## config.mk

```make
export PLATFORM = sky130hd
export DESIGN_NAME = pipe_steer
export DESIGN_NICKNAME = d
export VERILOG_FILES = /design/src/rtl/steer_pkg.sv /design/src/rtl/steer_fit.sv /design/src/rtl/steer_dep.sv /design/src/rtl/steer_pick.sv /design/src/rtl/pipe_steer.sv
export SDC_FILE = /design/constraint.sdc
export NUM_CORES = 1
export LEC_CHECK = 0
export ABC_CLOCK_PERIOD_IN_PS = 3000
export BUFFER_PORTS_ARGS = -buffer_cell sky130_fd_sc_hd__buf_2
export CORE_AREA = 4 4 41 43
export DETAILED_ROUTE_END_ITERATION = 6
export DIE_AREA = 0 0 45 47
export GPL_TIMING_DRIVEN = 1
export MAX_ROUTING_LAYER = met4
export PLACE_DENSITY = 0.66
export SLEW_MARGIN = 10
export SYNTH_ARGS = -nofsm -noshare
export SYNTH_HDL_FRONTEND = slang
export SYNTH_SLANG_ARGS = --single-unit
```

## constraint.sdc

```tcl
create_clock -name vclk -period 3
set_input_delay 0.3 -clock vclk [all_inputs]
set_output_delay 0.3 -clock vclk [all_outputs]
set_load 0.02 [all_outputs]
```

## src/rtl/steer_pkg.sv

```systemverilog
package steer_pkg;

   typedef enum logic [1:0] {
      CLS_INT  = 2'd0,
      CLS_LDST = 2'd1,
      CLS_BR   = 2'd2,
      CLS_FP   = 2'd3
   } issue_cls_e;

   localparam logic PIPE_FN  = 1'b0;
   localparam logic PIPE_MEM = 1'b1;

   typedef struct packed {
      logic fn_ok;
      logic mem_ok;
   } pipe_fit_t;

endpackage

```

## src/rtl/steer_fit.sv

```systemverilog
module steer_fit
   import steer_pkg::*;
(
   input  logic [1:0] cls,
   input  logic       md,
   output pipe_fit_t  fit
);
   issue_cls_e c;
   always_comb begin
      c          = issue_cls_e'(cls);
      fit.fn_ok  = (c != CLS_LDST);
      fit.mem_ok = (c == CLS_LDST) || ((c == CLS_INT) && !md);
   end
endmodule

```

## src/rtl/steer_dep.sv

```systemverilog
module steer_dep #(
   parameter int REG_W     = 5,
   parameter bit EXEMPT_R0 = 1'b1
) (
   input  logic [REG_W-1:0] old_dst,
   input  logic [REG_W-1:0] yng_dst,
   input  logic [REG_W-1:0] yng_srca,
   input  logic [REG_W-1:0] yng_srcb,
   output logic             conflict
);
   logic live;
   logic hit;

   generate
      if (EXEMPT_R0) begin : g_r0_free
         assign live = |old_dst;
      end else begin : g_r0_real
         assign live = 1'b1;
      end
   endgenerate

   assign hit      = (yng_dst == old_dst) || (yng_srca == old_dst) || (yng_srcb == old_dst);
   assign conflict = live && hit;
endmodule

```

## src/rtl/steer_pick.sv

```systemverilog
module steer_pick
   import steer_pkg::*;
(
   input  logic       clk,
   input  logic       rst_n,
   input  logic       go,
   input  logic       yng_valid,
   input  logic       conflict,
   input  pipe_fit_t  fit_o,
   input  pipe_fit_t  fit_y,
   output logic       old_pipe,
   output logic       yng_pipe,
   output logic [1:0] take
);
   logic fm_ok, mf_ok, pair;

   always_comb begin
      fm_ok    = fit_o.fn_ok && fit_y.mem_ok;
      mf_ok    = fit_o.mem_ok && fit_y.fn_ok;
      pair     = go && yng_valid && !conflict && (fm_ok || mf_ok);
      take     = {pair, go};
      old_pipe = PIPE_FN;
      yng_pipe = PIPE_FN;
      if (pair) begin
         old_pipe = fm_ok ? PIPE_FN  : PIPE_MEM;
         yng_pipe = fm_ok ? PIPE_MEM : PIPE_FN;
      end else if (go) begin
         old_pipe = fit_o.fn_ok ? PIPE_FN : PIPE_MEM;
      end
   end

   // a dual issue splits the pair across both pipes
   p_split_pipes_r4: assert property (@(posedge clk) disable iff (!rst_n)
      take[1] |-> (old_pipe != yng_pipe));
   // younger never leaves without the older
   p_order_r10: assert property (@(posedge clk) disable iff (!rst_n)
      take[1] |-> take[0]);
endmodule

```

## src/rtl/pipe_steer.sv

```systemverilog
module pipe_steer
   import steer_pkg::*;
#(
   parameter int REG_W     = 5,
   parameter bit EXEMPT_R0 = 1'b1
) (
   input  logic             clk,
   input  logic             rst_n,
   input  logic             stall,
   input  logic             old_valid,
   input  logic [1:0]       old_cls,
   input  logic             old_md,
   input  logic [REG_W-1:0] old_dst,
   input  logic             yng_valid,
   input  logic [1:0]       yng_cls,
   input  logic             yng_md,
   input  logic [REG_W-1:0] yng_dst,
   input  logic [REG_W-1:0] yng_srca,
   input  logic [REG_W-1:0] yng_srcb,
   output logic             old_pipe,
   output logic             yng_pipe,
   output logic [1:0]       issue_cnt,
   output logic [1:0]       consume
);
   localparam int NUM_SLOTS = 2;

   initial begin
      if (REG_W < 1 || REG_W > 8) $error("pipe_steer: REG_W out of range");
   end

   logic [1:0] cls_v [NUM_SLOTS];
   logic       md_v  [NUM_SLOTS];
   pipe_fit_t  fit_v [NUM_SLOTS];

   assign cls_v[0] = old_cls;
   assign cls_v[1] = yng_cls;
   assign md_v[0]  = old_md;
   assign md_v[1]  = yng_md;

   generate
      for (genvar s = 0; s < NUM_SLOTS; s++) begin : g_fit
         steer_fit u_fit (.cls(cls_v[s]), .md(md_v[s]), .fit(fit_v[s]));
      end
   endgenerate

   logic conflict;
   steer_dep #(.REG_W(REG_W), .EXEMPT_R0(EXEMPT_R0)) u_dep (
      .old_dst(old_dst), .yng_dst(yng_dst), .yng_srca(yng_srca),
      .yng_srcb(yng_srcb), .conflict(conflict));

   logic go;
   logic [1:0] take;
   assign go = old_valid && !stall;

   steer_pick u_pick (
      .clk(clk), .rst_n(rst_n), .go(go), .yng_valid(yng_valid),
      .conflict(conflict), .fit_o(fit_v[0]), .fit_y(fit_v[1]),
      .old_pipe(old_pipe), .yng_pipe(yng_pipe), .take(take));

   assign consume = take;
   always_comb begin
      unique case (take)
         2'b11:   issue_cnt = 2'd2;
         2'b01:   issue_cnt = 2'd1;
         default: issue_cnt = 2'd0;
      endcase
   end

   // stall blocks everything
   p_stall_blocks_r9: assert property (@(posedge clk) disable iff (!rst_n)
      stall |-> (issue_cnt == 2'd0 && consume == 2'b00));
   // load/store only into the memory pipe
   p_ldst_mem_r2: assert property (@(posedge clk) disable iff (!rst_n)
      (consume[0] && old_cls == 2'd1) |-> old_pipe == PIPE_MEM);
   // function-only work only into the function pipe
   p_fn_only_r1: assert property (@(posedge clk) disable iff (!rst_n)
      (consume[1] && (yng_cls[1] || (yng_cls == 2'd0 && yng_md))) |-> yng_pipe == PIPE_FN);
   // pop mask size matches issue count
   p_consume_cnt_r10: assert property (@(posedge clk) disable iff (!rst_n)
      $countones(consume) == int'(issue_cnt));
   // no issue without an older instruction
   p_old_gate_r8: assert property (@(posedge clk) disable iff (!rst_n)
      !old_valid |-> issue_cnt == 2'd0);
endmodule

```

; ---- After elaboration in Yosys (flattened, before gate mapping)
; Cells that the tools add are included.
[word_totals]
register_bits = 0
[op_classes]
n_reduce_logical = 21
eq_ne = 9
muxes = 7
[ops]
columns = op, n
row1 = $eq 5x5->1, 3
row2 = $logic_and 1x1->1, 9
row3 = $eq 2x1->1 const B, 3
row4 = $mux 1, 6
row5 = $logic_or 1x1->1, 5
row6 = $reduce_or 5->1, 1
row7 = $logic_not 1->1, 4
row8 = $logic_not 2->1, 2
row9 = $ne 2x1->1 const B, 2
row10 = $pmux 2 s2, 1
row11 = $eq 2x2->1 const B, 1

; ---- Logic depth before layout (Yosys ltp)
[logic_depth]
depth_word = 9
depth_mapped = 6

; ---- Hierarchy
; Synthesis repeated with hierarchy kept, for this count alone.
[unflattened]
cells_unflattened = 42
area_unflattened_um2 = 311.5
[modules_own_cells]
columns = module, area_per_inst_um2, cells_per_inst, instances, seq_area_each_um2
row1 = steer_dep, 180.2, 24, 1, 0.0
row2 = steer_pick, 71.3, 9, 1, 0.0
row3 = steer_fit, 18.8, 3, 2, 0.0
row4 = pipe_steer, 22.5, 3, 1, 0.0

; ---- Worst setup path before layout
; OpenSTA, ideal clock, no wires.
[synth_timing]
path_kind = in2out
startpoint = input old_dst[0]
endpoint = output old_pipe
slack_ps = 806
arrival_ps = 1894
stages = 5
n_path_buf = 0
path_cell_list = or4_1 > nor2_1 > nor4_1 > or4b_1 > o22ai_1
[synth_between]
elab_chain_cells = 8
[synth_lines]
columns = element, line
row1 = from (decl), pipe_steer.sv:13  ; input logic [REG_W-1:0] old_dst,
row2 = $eq 5x5->1, steer_dep.sv:22  ; assign hit = (yng_dst == old_dst) || (yng_srca == old_dst) || (yng_srcb == old_dst);
row3 = $logic_or 1x1->1 (2 in a row), steer_dep.sv:22
row4 = $logic_and 1x1->1 *, steer_dep.sv:23  ; assign conflict = live && hit;
row5 = $logic_not 1->1 *, steer_pick.sv:20  ; pair = go && yng_valid && !conflict && (fm_ok || mf_ok);
row6 = $logic_and 1x1->1 * (2 in a row), steer_pick.sv:20
row7 = $mux 1 *, steer_pick.sv:24  ; if (pair) begin
row8 = to (decl), pipe_steer.sv:20  ; output logic old_pipe,
; Mark *: on every way between the ends. The rest lies on a longest branch, timed or not.

; ---- Worst setup path in the final report
; Same ends and word-level chain as after synthesis.

==> impl_metrics.py <==
metrics = {
    "outcome": {
        "outcome": "complete, no violations",
    },
    "drt": {
        "drt_wl_total_um": 967,
        "post_drt_via_cell_ratio": 4.57,
        "route.vias.total": 416,
        "firstDrtPassIters": 3,
        "final_antenna_net_count": 0,
        "routedWlPerCell_um": 10.6,
        "first_iter_violations": 5,
        "detail_route.drc_violations": 0,
    },
    "sta": {
        "setup-tns-final_ns": 0,
        "maxClockFrequency_mhz": 429,
        "hold_violations": 0,
        "final_min_period_over_clock_period": 0.778,
        "worst_slew_margin_rel": 0.515,
        "final_max_slew_viol_count": 0,
        "setup_ws_ns": 0.666,
        "finalSetupViolCount": 0,
        "rsz0062_at_grt": "no",
        "finalWorstPathRequiredPeriod_ns": 2.33,
        "worstMarginPinSlew_ns": 0.721,
    },
    "finish": {
        "combined_flip_flop_and_latch_cell_area_um2": 0,
        "area_overhead_vs_synth_pct": 60.9,
        "mostFrequentLayoutCells": "sky130_fd_sc_hd__buf_2 (35), sky130_fd_sc_hd__xor2_1 (8), sky130_fd_sc_hd__xnor2_1 (7)",
        "nClkBuffers": 0,
        "multi_input_area_um2": 264,
        "layout-drive-gt1-share": 0.461,
        "insertedDiodeCount": 0,
        "layout.cells.most_common": "sky130_fd_sc_hd__buf_2",
        "final_core_utilization": 0.363,
        "design.seq.count": 0,
        "nNetsFinal": 109,
        "nFillCells": 165,
    },
    "synth": {
        "synth_cells": 43,
        "yosys-top-cells-area": "sky130_fd_sc_hd__xor2_1 (24%), sky130_fd_sc_hd__xnor2_1 (21%), sky130_fd_sc_hd__nor4_1 (8.5%)",
        "synth_cell_types": 17,
        "proportion_of_netlist_area_held_by_the_largest_area_contributor": 0.238,
        "synth_largest_area_cell": "sky130_fd_sc_hd__xor2_1",
        "synthesis.area_um2": 294,
        "post_synth.cell_area_avg_um2": 6.84,
        "synth.yosys.warnings": 0,
        "synth.yosys.seq_area_share": 0,
        "synthesis.nets": 74,
    },
    "cts": {
        "postCtsSetupRepairBufs": 0,
        "cts_resized": 0,
        "holdBufCountCts": 0,
    },
    "power": {
        "switchingPower_mw": 0.0309,
        "ir_worst_vdd_mv": 0.0441,
        "power.clock.fraction": 0,
        "p_int_mw": 0.0318,
        "power.share.switching": 0.493,
        "pwr-share-seq": 0,
        "power.leakage_nw": 0.243,
        "power.combinational.fraction": 1.000,
        "cellPowerDensity_nw_per_um2": 133,
    },
    "worst_hold_path": {
        "startpoint_of_the_worst_hold_path": "stall",
        "min_delay_path_depth": 3,
        "worst_hold_path_type": "in -> out",
        "worst_hold_path.endpoint": "consume[0]",
    },
    "grt": {
        "grt_antenna_before_repair": 0,
        "grt_total_usage": 0.0983,
        "via_count_of_the_first_global_routing_pass": 413,
        "maximum_number_of_pins_on_one_net_before_global_route_repair": 6,
        "grt_util_met3": 0.00766,
        "top_usage_layer": "met2",
        "global_route.usage.met2": 0.189,
        "groute.layer.met1.usage": 0.117,
        "global_route.overflow_total": 0,
        "grt_pass1_wl_mm": 1.61,
    },
    "placement": {
        "dp_worst_setup_slack_ns": 0.687,
        "place.port_buffers": 35,
        "gp_routability_congestion": 0.717,
    },
    "worst_setup_path": {
        "crit_path_end_kind": "output port",
        "cp_data_arrival_time_ns": 2.03,
        "crit_required_ns": 2.70,
        "timing.critical_path.fanout_max": 5,
        "crit_type": "in -> out",
        "timing.critical_path.from_type": "primary input",
    },
    "floorplanning": {
        "die_w_um": 45,
        "initial_utilization": 0.226,
        "fp.dieH_um": 47,
        "coreArea_um2": 1300,
        "die-area_um2": 2120,
        "pin_count": 37,
        "num_rows": 13,
    },
    "run": {
        "cap_violations": 0,
    },
}
-- how the worst max path moves through the flow --
stage	from	end	slack, ns	cells past startpoint
floorplan	old_dst[0]	old_pipe	0.81	5
global placement	old_dst[0]	old_pipe	0.68	7
detailed placement	old_dst[0]	old_pipe	0.69	7
CTS	old_dst[0]	old_pipe	0.69	7
global route	old_dst[0]	old_pipe	0.59	7
finish	old_dst[0]	old_pipe	0.67	7
-- power by group through the flow --
stage	logic, mW	registers (mW)	clock network [mW]
finish	0.0628	0	0
CTS	0.0632	0	0
floorplan	0.0337	0	0
detailed placement	0.0630	0	0
global placement	0.0619	0	0
global route	0.0703	0	0
-- worst max-delay path, cell delays in order --
cell,delay (ns)
sky130_fd_sc_hd__buf_2,0.13
sky130_fd_sc_hd__or4_1,0.52
sky130_fd_sc_hd__nor2_1,0.14
sky130_fd_sc_hd__nor4_1,0.12
sky130_fd_sc_hd__or4b_1,0.51
sky130_fd_sc_hd__o22ai_1,0.13
sky130_fd_sc_hd__buf_2,0.18
-- cells in the mapped netlist (all sizes together) --
master and n:
buf 2, nor4 4, inv 4, a21oi 3
nand2b 1, o41a 1, or4 1, or4b 1
o22ai 1, nor2 1, nand2 2, nand3 3
o32ai 1, xor2 8, nor2b 1, nor3 2
xnor2 7
-- kinds of logic after synthesis --
group | Yosys count | synth area share
AOI/OAI and AO/OA | 6 | 0.140
and+or+nand+nor | 16 | 0.311
xor gates and xnor gates | 15 | 0.447
buffers and inverters | 6 | 0.102
-- per-stage QoR --
| stage | hold WS [ns] | instances | area [um^2] | power, mW |
|---|---|---|---|---|
| finish | 0.898 | 91 | 473 | 0.0628 |
| global placement | 0.892 | 91 | 473 | 0.0619 |
| detailed placement | 0.900 | 91 | 473 | 0.0630 |
| floorplan | 0.772 | 43 | 294 | 0.0337 |
| CTS | 0.900 | 91 | 473 | 0.0632 |
| global route | 0.924 | 91 | 473 | 0.0703 |
-- routing by layer --
| metal | part of all wire | wire length, um | vias to the layer above |
|---|---|---|---|
| li1 | - | - | 223 |
| met1 | 0.44 | 430 | 179 |
| met2 | 0.49 | 469 | 14 |
| met3 | 0.069 | 67 | 0 |
| met4 | 0 | 0 | 0 |
| met5 | 0 | 0 | - |
-- cell type report --
class              count  area share
repair buffers        35       0.370
inverters              4      0.0317
multi-input cells     37       0.558
well taps             15      0.0397
Note: power is estimated with default switching activity, not from simulation.
